**config.mk**
```make
export PLATFORM = sky130hd
export DESIGN_NAME = nandfe_cmd_front
export DESIGN_NICKNAME = d
export VERILOG_FILES = /design/src/rtl/nandfe_pkg.sv /design/src/rtl/nandfe_addr.sv /design/src/rtl/nandfe_ptr.sv /design/src/rtl/nandfe_busy.sv /design/src/rtl/nandfe_cmd_front.sv
export SDC_FILE = /design/constraint.sdc
export NUM_CORES = 1
export LEC_CHECK = 0
export CAP_MARGIN = 20
export CELL_PAD_IN_SITES_DETAIL_PLACEMENT = 0
export CELL_PAD_IN_SITES_GLOBAL_PLACEMENT = 1
export CORE_ASPECT_RATIO = 1.5
export CORE_MARGIN = 2
export CORE_UTILIZATION = 43
export CTS_CLUSTER_SIZE = 8
export DETAILED_ROUTE_END_ITERATION = 6
export GPL_ROUTABILITY_DRIVEN = 1
export GPL_TIMING_DRIVEN = 0
export PLACE_DENSITY_LB_ADDON = 0.2
export SLEW_MARGIN = 40
export SYNTH_ARGS = -nofsm -noshare
export SYNTH_HDL_FRONTEND = slang
export SYNTH_SLANG_ARGS = --single-unit
export TNS_END_PERCENT = 100
```
**constraint.sdc**
```tcl
create_clock -name clk -period 2.9 [get_ports clk]
set_clock_uncertainty 0.05 [all_clocks]
set_input_delay 0.58 -clock clk [delete_from_list [all_inputs] [get_ports clk]]
set_output_delay 0.58 -clock clk [all_outputs]
set_load 0.02 [all_outputs]
```
**src/rtl/nandfe_pkg.sv**
```systemverilog
package nandfe_pkg;
  localparam int BYTE_W     = 8;
  localparam int HALF_SIZE  = 256;
  localparam int SPARE_BASE = 2 * HALF_SIZE;
  localparam int SPARE_SIZE = 16;
  localparam int PAGE_SIZE  = SPARE_BASE + SPARE_SIZE;
  localparam int COL_W      = $clog2(PAGE_SIZE);

  localparam logic [7:0] OPC_PTR_A   = 8'h00;
  localparam logic [7:0] OPC_PTR_B   = 8'h01;
  localparam logic [7:0] OPC_PTR_C   = 8'h50;
  localparam logic [7:0] OPC_PGM     = 8'h80;
  localparam logic [7:0] OPC_CONFIRM = 8'h10;
  localparam logic [7:0] OPC_ERS     = 8'h60;
  localparam logic [7:0] OPC_ERS_GO  = 8'hD0;
  localparam logic [7:0] OPC_CPY_DST = 8'h8A;
  localparam logic [7:0] OPC_STATUS  = 8'h70;
  localparam logic [7:0] OPC_IDENT   = 8'h90;
  localparam logic [7:0] OPC_RESET   = 8'hFF;

  typedef enum logic [2:0] {
    OP_NONE = 3'd0, OP_READ = 3'd1, OP_PROG = 3'd2, OP_ERASE = 3'd3,
    OP_COPY = 3'd4, OP_STATUS = 3'd5, OP_IDENT = 3'd6, OP_RESET = 3'd7
  } op_e;

  typedef enum logic [1:0] {
    RG_FIRST = 2'd0, RG_SECOND = 2'd1, RG_SPARE = 2'd2
  } region_e;

  typedef enum logic [2:0] {
    FS_IDLE, FS_RADDR, FS_PADDR, FS_EADDR, FS_CADDR
  } fs_e;

  // Start column for a region and the first address byte.
  function automatic logic [COL_W-1:0] region_col(input region_e rg,
                                                  input logic [BYTE_W-1:0] b);
    case (rg)
      RG_SECOND: return COL_W'(HALF_SIZE) + COL_W'(b);
      RG_SPARE:  return COL_W'(SPARE_BASE) + COL_W'(b & BYTE_W'(SPARE_SIZE - 1));
      default:   return COL_W'(b);
    endcase
  endfunction

  function automatic logic opcode_known(input logic [7:0] c);
    return c inside {OPC_PTR_A, OPC_PTR_B, OPC_PTR_C, OPC_PGM, OPC_CONFIRM,
                     OPC_ERS, OPC_ERS_GO, OPC_CPY_DST, OPC_STATUS, OPC_IDENT,
                     OPC_RESET};
  endfunction
endpackage

```
**src/rtl/nandfe_addr.sv**
```systemverilog
module nandfe_addr #(
  parameter int MAX_CYC = 4,
  parameter int BYTE_W  = 8,
  localparam int CNT_W  = $clog2(MAX_CYC + 1),
  localparam int VEC_W  = MAX_CYC * BYTE_W
) (
  input  logic              clk,
  input  logic              rst_n,
  input  logic              clear,
  input  logic              take,
  input  logic [CNT_W-1:0]  limit,
  input  logic [BYTE_W-1:0] din,
  output logic [CNT_W-1:0]  cnt_o,
  output logic [VEC_W-1:0]  bytes_q_o,
  output logic [VEC_W-1:0]  bytes_nx_o,
  output logic              last_o
);
  logic [CNT_W-1:0] cnt_q;
  logic             room;
  logic             wr;

  assign room   = cnt_q < limit;
  assign wr     = take && room;
  assign last_o = wr && (cnt_q == limit - CNT_W'(1));
  assign cnt_o  = cnt_q;

  always_ff @(posedge clk) begin
    if (!rst_n)      cnt_q <= '0;
    else if (clear)  cnt_q <= '0;
    else if (wr)     cnt_q <= cnt_q + CNT_W'(1);
  end

  for (genvar i = 0; i < MAX_CYC; i++) begin : g_slot
    logic [BYTE_W-1:0] slot_q;
    logic              hit;
    assign hit = wr && (cnt_q == CNT_W'(i));
    always_ff @(posedge clk) begin
      if (!rst_n)   slot_q <= '0;
      else if (hit) slot_q <= din;
    end
    assign bytes_q_o[i*BYTE_W +: BYTE_W]  = slot_q;
    assign bytes_nx_o[i*BYTE_W +: BYTE_W] = hit ? din : slot_q;
  end
endmodule

```
**src/rtl/nandfe_ptr.sv**
```systemverilog
module nandfe_ptr
  import nandfe_pkg::*;
(
  input  logic    clk,
  input  logic    rst_n,
  input  logic    home,
  input  logic    set_en,
  input  region_e set_rg,
  input  logic    use_en,
  output region_e region_o
);
  region_e rg_q;

  always_ff @(posedge clk) begin
    if (!rst_n)                           rg_q <= RG_FIRST;
    else if (home)                        rg_q <= RG_FIRST;
    else if (set_en)                      rg_q <= set_rg;
    else if (use_en && rg_q == RG_SECOND) rg_q <= RG_FIRST;
  end

  assign region_o = rg_q;
endmodule

```
**src/rtl/nandfe_busy.sv**
```systemverilog
module nandfe_busy #(
  parameter int LONG_CYC = 20,
  parameter int RST_CYC  = 12,
  localparam int PEAK    = (LONG_CYC > RST_CYC) ? LONG_CYC : RST_CYC,
  localparam int CW      = $clog2(PEAK + 1)
) (
  input  logic clk,
  input  logic rst_n,
  input  logic load_long,
  input  logic load_rst,
  output logic busy_o
);
  logic [CW-1:0] left_q;

  always_ff @(posedge clk) begin
    if (!rst_n)              left_q <= '0;
    else if (load_rst)       left_q <= CW'(RST_CYC);
    else if (load_long)      left_q <= CW'(LONG_CYC);
    else if (left_q != '0)   left_q <= left_q - CW'(1);
  end

  assign busy_o = (left_q != '0);
endmodule

```
**src/rtl/nandfe_cmd_front.sv**
```systemverilog
module nandfe_cmd_front
  import nandfe_pkg::*;
#(
  parameter int RD_CYC   = 4,
  parameter int ER_CYC   = 3,
  parameter int BUSY_CYC = 20,
  parameter int RST_CYC  = 12,
  localparam int ROW_W   = BYTE_W * (RD_CYC - 1),
  localparam int ADDR_W  = BYTE_W * RD_CYC,
  localparam int CNT_W   = $clog2(RD_CYC + 1)
) (
  input  logic              clk,
  input  logic              rst_n,
  input  logic              wr_stb,
  input  logic              cle,
  input  logic              ale,
  input  logic [BYTE_W-1:0] io_in,
  output logic              op_valid,
  output logic [2:0]        op_kind,
  output logic [COL_W-1:0]  op_col,
  output logic [ROW_W-1:0]  op_row,
  output logic [1:0]        op_region,
  output logic              cmd_reject,
  output logic              busy
);
  fs_e   state_q, state_d;
  logic  src_q;
  op_e   op_kind_q;

  logic cmd_stb, adr_stb, collecting, addr_take, addr_last, addr_clear;
  logic [CNT_W-1:0]  addr_cnt, addr_limit;
  logic [ADDR_W-1:0] addr_q, addr_nx;

  region_e ptr_q, ptr_set_rg, iss_rg;
  logic    ptr_set, ptr_home, ptr_use;
  logic    ld_long, ld_rst, src_set, src_clr;

  // events brought out for the checker
  logic             evt_issue, evt_reject;
  op_e              iss_kind;
  logic [COL_W-1:0] iss_col;
  logic [ROW_W-1:0] iss_row;

  assign cmd_stb    = wr_stb && cle && !ale;
  assign adr_stb    = wr_stb && ale && !cle;
  assign collecting = (state_q != FS_IDLE);
  assign addr_take  = adr_stb && !busy && collecting;
  assign addr_limit = (state_q == FS_EADDR) ? CNT_W'(ER_CYC) : CNT_W'(RD_CYC);

  nandfe_addr #(.MAX_CYC(RD_CYC), .BYTE_W(BYTE_W)) u_addr (
    .clk(clk), .rst_n(rst_n), .clear(addr_clear), .take(addr_take),
    .limit(addr_limit), .din(io_in), .cnt_o(addr_cnt),
    .bytes_q_o(addr_q), .bytes_nx_o(addr_nx), .last_o(addr_last)
  );

  nandfe_ptr u_ptr (
    .clk(clk), .rst_n(rst_n), .home(ptr_home), .set_en(ptr_set),
    .set_rg(ptr_set_rg), .use_en(ptr_use), .region_o(ptr_q)
  );

  nandfe_busy #(.LONG_CYC(BUSY_CYC), .RST_CYC(RST_CYC)) u_busy (
    .clk(clk), .rst_n(rst_n), .load_long(ld_long), .load_rst(ld_rst),
    .busy_o(busy)
  );

  always_comb begin
    state_d    = state_q;
    addr_clear = 1'b0;
    ptr_set    = 1'b0;
    ptr_set_rg = RG_FIRST;
    ptr_home   = 1'b0;
    ptr_use    = 1'b0;
    ld_long    = 1'b0;
    ld_rst     = 1'b0;
    src_set    = 1'b0;
    src_clr    = 1'b0;
    evt_issue  = 1'b0;
    evt_reject = 1'b0;
    iss_kind   = OP_NONE;
    iss_col    = '0;
    iss_row    = '0;
    iss_rg     = ptr_q;
    if (cmd_stb) begin
      if (io_in == OPC_RESET) begin
        evt_issue  = 1'b1;
        iss_kind   = OP_RESET;
        iss_rg     = RG_FIRST;
        ld_rst     = 1'b1;
        ptr_home   = 1'b1;
        src_clr    = 1'b1;
        addr_clear = 1'b1;
        state_d    = FS_IDLE;
      end else if (io_in == OPC_STATUS) begin
        evt_issue = 1'b1;
        iss_kind  = OP_STATUS;
      end else if (!busy) begin
        case (io_in)
          OPC_PTR_A, OPC_PTR_B, OPC_PTR_C: begin
            ptr_set    = 1'b1;
            ptr_set_rg = (io_in == OPC_PTR_B) ? RG_SECOND :
                         (io_in == OPC_PTR_C) ? RG_SPARE : RG_FIRST;
            addr_clear = 1'b1;
            state_d    = FS_RADDR;
          end
          OPC_PGM: begin
            addr_clear = 1'b1;
            state_d    = FS_PADDR;
          end
          OPC_ERS: begin
            addr_clear = 1'b1;
            state_d    = FS_EADDR;
          end
          OPC_CPY_DST: begin
            if (src_q) begin
              addr_clear = 1'b1;
              state_d    = FS_CADDR;
            end else begin
              evt_reject = 1'b1;
              state_d    = FS_IDLE;
            end
          end
          OPC_IDENT: begin
            evt_issue = 1'b1;
            iss_kind  = OP_IDENT;
            state_d   = FS_IDLE;
          end
          OPC_CONFIRM: begin
            state_d = FS_IDLE;
            if ((state_q == FS_PADDR || state_q == FS_CADDR) &&
                addr_cnt == CNT_W'(RD_CYC)) begin
              evt_issue = 1'b1;
              iss_kind  = (state_q == FS_PADDR) ? OP_PROG : OP_COPY;
              iss_col   = region_col(ptr_q, addr_q[BYTE_W-1:0]);
              iss_row   = addr_q[ADDR_W-1:BYTE_W];
              ptr_use   = 1'b1;
              ld_long   = 1'b1;
            end else begin
              evt_reject = 1'b1;
            end
          end
          OPC_ERS_GO: begin
            state_d = FS_IDLE;
            if (state_q == FS_EADDR && addr_cnt == CNT_W'(ER_CYC)) begin
              evt_issue = 1'b1;
              iss_kind  = OP_ERASE;
              iss_row   = ROW_W'(addr_q[ER_CYC*BYTE_W-1:0]);
              ld_long   = 1'b1;
            end else begin
              evt_reject = 1'b1;
            end
          end
          default: begin
            evt_reject = 1'b1;
            state_d    = FS_IDLE;
          end
        endcase
      end
    end else if (addr_last && state_q == FS_RADDR) begin
      evt_issue = 1'b1;
      iss_kind  = OP_READ;
      iss_col   = region_col(ptr_q, addr_nx[BYTE_W-1:0]);
      iss_row   = addr_nx[ADDR_W-1:BYTE_W];
      ptr_use   = 1'b1;
      ld_long   = 1'b1;
      src_set   = 1'b1;
      state_d   = FS_IDLE;
    end
  end

  always_ff @(posedge clk) begin
    if (!rst_n) begin
      state_q    <= FS_IDLE;
      src_q      <= 1'b0;
      op_valid   <= 1'b0;
      cmd_reject <= 1'b0;
      op_kind_q  <= OP_NONE;
      op_col     <= '0;
      op_row     <= '0;
      op_region  <= '0;
    end else begin
      state_q    <= state_d;
      op_valid   <= evt_issue;
      cmd_reject <= evt_reject;
      if (src_clr)      src_q <= 1'b0;
      else if (src_set) src_q <= 1'b1;
      if (evt_issue) begin
        op_kind_q <= iss_kind;
        op_col    <= iss_col;
        op_row    <= iss_row;
        op_region <= iss_rg;
      end
    end
  end

  assign op_kind = op_kind_q;
endmodule

```
=== Word-level counts from Yosys, hierarchy flattened ===
Cells that the tools add are included.

* Register bits: 87
* Latch bits: 0
* Memory bits (writable): 0
* Memory bits (read-only): 0
* Output and inout port bits: 42
* Memories kept: 0

* $add $sub $neg: 7
* $mul: 0
* Div/mod/pow operators: 0
* Magnitude comparators: 1
* Equal/unequal tests: 23
* Shift-type cells: 0
* Muxes and demuxes: 88
* Bitwise operators: 2
* Reduce and logical (&&, ||, !) cells: 36

{| class="wikitable"
|+ Operators by type and width
! operator !! count
|-
| $mux 24 || 7
|-
| $mux 10 || 7
|-
| $pmux 24 s2 || 1
|-
| $eq 8x8->1 const B || 5
|-
| $pmux 10 s2 || 2
|-
| $mux 3 || 13
|-
| $mux 1 || 33
|-
| $mux 8 || 4
|-
| $eq 8x7->1 const B || 3
|-
| $mux 2 || 12
|-
| $add 10x4->10 const A || 2
|-
| $add 9x8->10 const A || 2
|-
| $logic_and 1x1->1 || 16
|-
| $eq 3x2->1 const B || 4
|-
| $pmux 3 s4 || 1
|-
| $mux 5 || 2
|-
| $reduce_or 5->1 || 2
|-
| $pmux 3 s3 || 1
|-
| $eq 8x1->1 const B || 1
|-
| $eq 8x5->1 const B || 1
|-
| $logic_not 8->1 || 1
|-
| $eq 3x1->1 const B || 2
|-
| $eq 3x3->1 const B || 2
|-
| $reduce_bool 2->1 || 3
|-
| 23 further kinds || 30
|}

=== Logic depth before layout (Yosys ltp) ===
Gate-level depths: netlist of the first run.

* Depth after elaboration: 12
* Depth in mapped cells: 11

=== Cells and area by module ===
A second synthesis of the first run with hierarchy kept.

* Cell total of the unflattened synthesis: 635
* Area total of the unflattened synthesis: 5271.3 µm²

{| class="wikitable"
|+ Modules (own cells, without submodules)
! module !! times used !! cells each !! area an instance (µm²) !! sequential area each (µm²)
|-
| nandfe_cmd_front || 1 || 412 || 2911.5 || 900.9
|-
| nandfe_addr || 1 || 187 || 2015.7 || 700.7
|-
| nandfe_busy || 1 || 27 || 257.7 || 100.1
|-
| nandfe_ptr || 1 || 9 || 86.3 || 40.0
|}

=== Worst setup path after synthesis of the first run ===
OpenSTA, ideal clock, no wires.

* Path kind: in2reg
* Start: input port io_in[3]
* End: register op_row[17]
* Library setup time: 0.116 ns
* Arrival: 2.301 ns
* Setup slack: 0.432 ns
* Cell stages on the path: 8
* Path through: or4_1 -> buf_2 -> or3_1 -> nand3_2 -> a2bb2oi_2 -> buf_2 -> o221ai_1 -> o211a_1

* Longest elaborated chain between the ends: 6
* Elaborated cells between the ends (all ways): 15
* Those cells by class: eq/ne (5); mux (10)

{| class="wikitable"
|+ RTL lines
! element !! RTL line !! source
|-
| from (decl) || nandfe_cmd_front.sv:17 || <nowiki>input logic [BYTE_W-1:0] io_in,</nowiki>
|-
| $eq 8x8->1 / $eq 8x5->1 (equally long branches) || nandfe_cmd_front.sv:97 || <nowiki>case (io_in)</nowiki>
|-
| $pmux 1 s3 / $pmux 24 s2 (equally long branches) || nandfe_cmd_front.sv:97 ||
|-
| $mux 1 / $mux 24 (equally long branches) || nandfe_cmd_front.sv:96 || <nowiki>end else if (!busy) begin</nowiki>
|-
| $mux 1 / $mux 24 (equally long branches) || nandfe_cmd_front.sv:93 || <nowiki>end else if (io_in == OPC_STATUS) begin</nowiki>
|-
| $mux 1 / $mux 24 (equally long branches) || nandfe_cmd_front.sv:84 || <nowiki>if (io_in == OPC_RESET) begin</nowiki>
|-
| $mux 1 / $mux 24 (equally long branches) || nandfe_cmd_front.sv:83 || <nowiki>if (cmd_stb) begin</nowiki>
|-
| to (signal assigned) || nandfe_cmd_front.sv:189 || <nowiki>op_row <= iss_row;</nowiki>
|-
| to (decl) || nandfe_cmd_front.sv:21 || <nowiki>output logic [ROW_W-1:0] op_row,</nowiki>
|}

Parallel ways exist; a longest one is shown, timed or not.
A chain may end at the register's enable or synchronous reset.

=== Worst setup path after layout of the first run ===
Ends and elaborated chain as after synthesis.

==> impl_metrics.tcl, run 1 <==
set metrics [dict create \
    num-fill-cells 1023 \
    synth.distinct_cells 65 \
    rsz0062_at_grt "true" \
    cp_slowest_stage_delay_ns 0.58 \
    min_period_ns 2.86 \
    synth_compound_area_share_pct 21.5 \
    die_area_um2 11500 \
    crit_chain "clkdlybuf4s50_1 -> buf_2 -> or4_4 -> nor2_2 -> o211a_1 -> a2bb2oi_4 -> buf_4 -> o221ai_1 -> o211a_1" \
    layout.nets 589 \
    cp-end-kind "flop" \
    antenna_found_initial 0 \
    slew_violations 0 \
    worstPathArrival_ns 3.06 \
    postSynthCellCount 493 \
    die_y_um 130 \
    synth_mux_area_share_pct 11.1 \
    synth_enable_flop_cells 0 \
    cts.clk_slew.worst_paths_ns 0.07 \
    track_usage_pct 25.9 \
    syn_nets 516 \
    rr_worst_depth 9 \
    via_per_inst 5.77 \
    outcome "finished, final reports clean" \
    drc 0 \
    finalSetupViolations 0 \
    hp-start "op_row[3]$_SDFFE_PN0P_" \
    clock.fmax_ghz 0.349 \
    synth_top_area_cell "dfxtp_1" \
    clk_path_buf_depth 2 \
    synthesis.area_um2 4580 \
    syn2layout_area_growth_pct 25.3 \
    crit_type "in2reg" \
    internal-power_mw 2.22 \
    path_common_cell "o211a_1" \
    grt_pass1_vias 4172 \
    grt_pass1_wl_um 22200 \
    avgRoutedWirePerCell_um 20.2 \
    yosys.area.top_type_share_pct 38.0 \
    power_frac_comb_pct 20.2 \
    dp_slack_ns -0.547 \
    synth_area_leaders "dfxtp_1, mux2i_1, nor2_1" \
    critical_path.startpoint "io_in[3]" \
    initial_utilization_pct 43.7 \
    r2r_slack_ns 0.22 \
    clk_latency_ns 0.35 \
    power_density_nw_per_um2 544 \
    synthXorXnorAreaFrac_pct 0.956 \
    core.rowCount 46 \
    sw_frac_of_total_pct 28.9 \
    grt-ovfl-total 0 \
    hold_class "reg2reg" \
    synth-async-reset-ratio_pct 0 \
    seqPwrFrac_pct 41.0 \
    cts_made_buffers 9 \
    vdd.ir_drop.worst_v 0.000290 \
    tightest_slew_ns 0.736 \
    p_clk_share_pct 38.8 \
    drive_gt1_share_pct 14.2 \
    vias 4127 \
    clkSinkCount 87 \
    synth_adder_area_share_pct 2.73 \
    min_period_over_period_pct 98.7 \
    syn_avg_cell_area_um2 9.29 \
    num_io_pins 55 \
    hold_viol_final 0 \
    synth_top_family_by_area "compound AO/OA/AOI/OAI gates" \
    floorplan.die.width_um 88.3 \
    wl_um 14400 \
    fp.coreArea_um2 10500 \
    setup_slack_ns 0.0371 \
    p_leak_nw 2.20 \
    ys_seq_area_share_pct 38.0 \
    insertedDiodeCount 0 \
    utilization_pct 54.8 \
    tritoncts "done" \
    port_buffers 54 \
    clockRootBuffer "clkbuf_16" \
    dp_hpwl_um 10300 \
    worst_ep_required_time_ns 3.09 \
    yosys.area_share.simple_pct 20.1 \
    cts_htree_levels 3 \
    synth_most_common_cell "dfxtp_1" \
    maxCapViolCount 0 \
    holdPathEnd "op_row[3]$_SDFFE_PN0P_" \
    synthTopCellsByCount "dfxtp_1, nor2_1, mux2i_1" \
    synth_top_flop_cell "dfxtp_1" \
    drtIter0Drc 144 \
    timing.rr.start "u_addr.cnt_o[1]$_SDFFE_PP0P_" \
    timing.rr.end "op_row[17]$_SDFFE_PN0P_" \
    hold_buffers 0 \
    hold_depth 2 \
    globalplace.congestion 0.906 \
    relSlewSlack_pct 50.9 \
    first_pass_iters 5 \
    start_kind "input port" \
    cp_slowest_cell "or4_4" \
    crit_path_max_fanout 10 \
    yosys_warnings 0 \
    grt_max_degree 16 \
    p_switching_mw 0.903 \
    ant_nets 0 \
    synth_seq_cells 87 \
]
-- per-stage QoR --
step           hold WS [ns]  instance area (µm²)  power (mW)  setup TNS [ns]  std cells
5_1_grt               0.425                 5740        3.25        -0.00125        715
3_5_place_dp          0.393                 5300        1.82          -18.72        691
2_1_floorplan         0.390                 4580        1.64               0        493
4_1_cts               0.402                 5680        3.13               0        711
6_report              0.400                 5740        3.12               0        715
3_3_place_gp          0.391                 5300        1.81          -17.44        691
-- registers in the layout, summed over array words and instances, names as in the netlist --
register              cells
cmd_reject                1
op_col                   10
op_kind                   3
op_region                 2
op_row                   24
op_valid                  1
src_q                     1
state_q                   3
u_addr.cnt_o              3
u_addr.g_slot.slot_q     32
u_busy.left_q             5
u_ptr.region_o            2
-- placed cells by master, fill, tap and decap left out, drive strengths merged, types with 4 or more instances in the layout --
master         count
dfxtp             87
nor2              57
clkdlybuf4s50     52
mux2i             51
nand2             40
a21oi             32
buf               30
clkbuf            27
a22oi             26
o22a              16
nand3             15
nor3              12
ha                10
inv               10
o211a              9
o221ai             8
a32oi              7
and3               7
o21ai              5
nor4               5
nand3b             4
xnor2              4
a211oi             4
a31oi              4
clkinv             4
-- final cells by class --
type,instances,area [µm²],share of cell area (%)
Multi-Input combinational cell,358,2610,45.5
Sequential cell,87,1740,30.3
Timing Repair Buffer,64,646,11.2
Clock buffer,10,239,4.16
Buffer,37,219,3.82
Tap cell,144,180,3.14
Clock inverter,6,68.8,1.20
Inverter,9,36.3,0.632
-- worst max path at each step --
stage | cells past startpoint | slack (ns) | end
final | 9 | 0.04 | op_row[17]$_SDFFE_PN0P_
after global routing | 9 | -0.001 | op_row[18]$_SDFFE_PN0P_
after CTS | 9 | 0.02 | op_row[17]$_SDFFE_PN0P_
after detailed placement | 9 | -0.55 | op_row[17]$_SDFFE_PN0P_
after global placement | 9 | -0.55 | op_row[17]$_SDFFE_PN0P_
after floorplan | 8 | 0.43 | op_row[17]$_SDFFE_PN0P_
-- critical path: cells and delay by family --
family	cells	cell delay, ns
buffers and inverters	3	0.84
AO/OA/AOI/OAI	4	0.81
AND/OR/NAND/NOR	2	0.81
-- routing by layer --
layer / track usage [%] / vias to the layer above / share of wire, %
met1: 30.1 / 1995 / 41
li1: - / 1976 / -
met2: 45.1 / 126 / 51
met5: 0 / - / 0
met3: 4.71 / 30 / 4.4
met4: 12.5 / 0 / 3.2
-- timing repair --
action / 4_1_cts / 5_1_grt
buffers inserted: 6 / 4
hold endpoints to repair: 0 / 0
resized for setup: 6 / 5
pin swaps: 2 / 3
setup endpoints to repair: 51 / 45
-- power groups by stage --
| stage | combinational [mW] | clock [mW] | sequential, mW |
|---|---|---|---|
| after floorplan | 0.333 | 0 | 1.31 |
| after global placement | 0.504 | 0 | 1.30 |
| after detailed placement | 0.511 | 0 | 1.31 |
| after CTS | 0.629 | 1.23 | 1.28 |
| after global routing | 0.679 | 1.28 | 1.29 |
| final | 0.631 | 1.21 | 1.28 |
-- cells by family after synthesis --
logic type / after synthesis
AND/OR/NAND/NOR: 166
AO/OA/AOI/OAI: 126
flip-flops: 87
multiplexers: 51
buffers and inverters: 48
adder cells (fa/ha/maj): 10
XOR/XNOR: 5
Power figures use the tool's default switching activity.
==> run 2, diff against run 1 <==
HOLD_SLACK_MARGIN = 0.03   (was not set)
SKIP_LAST_GASP = 1   (was not set)
==> impl_metrics.tcl, run 2 (same netlist as run 1, synthesis figures left out) <==
set metrics [dict create \
    outcome "finished, final reports clean" \
    mostFrequentLayoutCells "dfxtp_1, nor2_1, clkdlybuf4s50_1" \
    grt_max_degree 16 \
    top_regs "u_addr.g_slot.slot_q x32, op_row x24, op_col x10" \
    clkSinkCount 87 \
    antenna_found_initial 0 \
    sw_frac_of_total_pct 28.9 \
    fp.coreArea_um2 10500 \
    seq_area_um2 1740 \
    p_switching_mw 0.904 \
    port_buffers 54 \
    drive_gt1_share_pct 14.2 \
    power_density_nw_per_um2 544 \
    multi_input_area_um2 2610 \
    hold_buffers 0 \
    cp-end-kind "flop" \
    syn2layout_area_growth_pct 25.3 \
    worstPathArrival_ns 3.06 \
    initial_utilization_pct 43.7 \
    avgRoutedWirePerCell_um 20.3 \
    hold_viol_final 0 \
    crit_chain "clkdlybuf4s50_1 -> buf_2 -> or4_4 -> nor2_2 -> o211a_1 -> a2bb2oi_4 -> buf_4 -> o221ai_1 -> o211a_1" \
    timing.rr.start "u_addr.cnt_o[1]$_SDFFE_PP0P_" \
    largest_reg_flops 32 \
    globalplace.congestion 0.906 \
    internal-power_mw 2.22 \
    hold_class "reg2reg" \
    crit_type "in2reg" \
    drtIter0Drc 154 \
    grt_pass1_wl_um 22200 \
    dp_hpwl_um 10300 \
    cp_slowest_cell "or4_4" \
    cp_slowest_stage_delay_ns 0.58 \
    via_per_inst 5.73 \
    final_common_cell "dfxtp_1" \
    insertedDiodeCount 0 \
    hold_ws_ns 0.400 \
    hp-start "op_row[3]$_SDFFE_PN0P_" \
    power_frac_comb_pct 20.2 \
    cts.clk_slew.worst_paths_ns 0.07 \
    core.rowCount 46 \
    rsz0062_at_grt "true" \
    floorplan.die.width_um 88.3 \
    r2r_slack_ns 0.22 \
    slew_violations 0 \
    grt-ovfl-total 0 \
    cts_htree_levels 3 \
    first_pass_iters 4 \
    min_period_over_period_pct 99.0 \
    critPathBufInv 3 \
    drc 0 \
    vias 4094 \
    worst_ep_required_time_ns 3.09 \
    seqPwrFrac_pct 41.0 \
    track_usage_pct 25.9 \
    finalSetupViolations 0 \
    clockRootBuffer "clkbuf_16" \
    timing.rr.end "op_row[19]$_SDFFE_PN0P_" \
    holdPathEnd "op_row[3]$_SDFFE_PN0P_" \
    wl_um 14500 \
    die_area_um2 11500 \
    tightest_slew_ns 0.740 \
    die_y_um 130 \
    start_kind "input port" \
    ant_nets 0 \
    grt_pass1_vias 4172 \
    critPathTopFamily "compound AO/OA/AOI/OAI gates" \
    p_clk_share_pct 38.8 \
    layout.nets 589 \
    rr_worst_depth 9 \
    cts_made_buffers 9 \
    tritoncts "done" \
    crit_path_max_fanout 10 \
    min_period_ns 2.87 \
    clk_path_buf_depth 2 \
    num_io_pins 55 \
    hold_depth 2 \
    relSlewSlack_pct 50.7 \
    p_leak_nw 2.20 \
    largest_register "u_addr.g_slot.slot_q" \
    power.total_mw 3.12 \
    num-fill-cells 1023 \
    clk_latency_ns 0.35 \
    maxCapViolCount 0 \
    clock.fmax_ghz 0.348 \
    path_common_cell "o211a_1" \
    vdd.ir_drop.worst_v 0.000290 \
]
-- run 2: final cells by class --
cell class	count	share of cell area [%]
Multi-Input combinational cell	358	45.5
Sequential cell	87	30.3
Timing Repair Buffer	64	11.2
Clock buffer	10	4.16
Buffer	37	3.82
Tap cell	144	3.14
Clock inverter	6	1.20
Inverter	9	0.632
-- run 2: power groups by stage --
stage	logic [mW]	clock network, mW	registers [mW]
after floorplan	0.333	0	1.31
after global placement	0.504	0	1.30
after detailed placement	0.511	0	1.31
after CTS	0.629	1.23	1.28
after global routing	0.679	1.28	1.29
final	0.631	1.21	1.28
-- run 2: worst max-delay path by stage --
| stage | cells past startpoint | slack, ns | end | start |
|---|---|---|---|---|
| after floorplan | 8 | 0.43 | op_row[17]$_SDFFE_PN0P_ | io_in[3] |
| after global placement | 9 | -0.55 | op_row[17]$_SDFFE_PN0P_ | io_in[1] |
| after detailed placement | 9 | -0.55 | op_row[17]$_SDFFE_PN0P_ | io_in[1] |
| after CTS | 9 | 0.02 | op_row[17]$_SDFFE_PN0P_ | io_in[2] |
| after global routing | 9 | -0.001 | op_row[18]$_SDFFE_PN0P_ | io_in[2] |
| final | 9 | 0.03 | op_row[19]$_SDFFE_PN0P_ | io_in[3] |
-- run 2: what timing repair did --
item                       CTS  global route
setup endpoints to repair   51            45
gates cloned                 0             0
resized for setup            6             5
buffers inserted             6             4
pin swaps                    2             3
hold endpoints to repair     0             0
-- run 2: metrics by stage --
stage	instances	TNS (ns)	util, %	cell area [µm²]	worst slack (ns)
final	715	0	54.8	5740	0.0301
after global routing	715	-0.00125	54.8	5740	-0.00125
after CTS	711	0	54.2	5680	0.0168
after detailed placement	691	-18.72	50.6	5300	-0.547
after global placement	691	-17.44	50.6	5300	-0.547
after floorplan	493	0	-	4580	0.432
-- run 2: worst min-delay path, cell delays in order, from the launching register on --
cell,delay [ns]
dfxtp_1,0.31
nand2_1,0.05
a21oi_1,0.05
-- run 2: layer usage --
| layer | wire, µm | vias to the layer above | part of all wire, % | global-route usage, % |
|---|---|---|---|---|
| met5 | 0 | - | 0 | 0 |
| met4 | 425 | 0 | 2.9 | 12.5 |
| met3 | 713 | 32 | 4.9 | 4.71 |
| met2 | 7450 | 119 | 51 | 45.1 |
| met1 | 5910 | 1971 | 41 | 30.1 |
| li1 | - | 1972 | - | - |
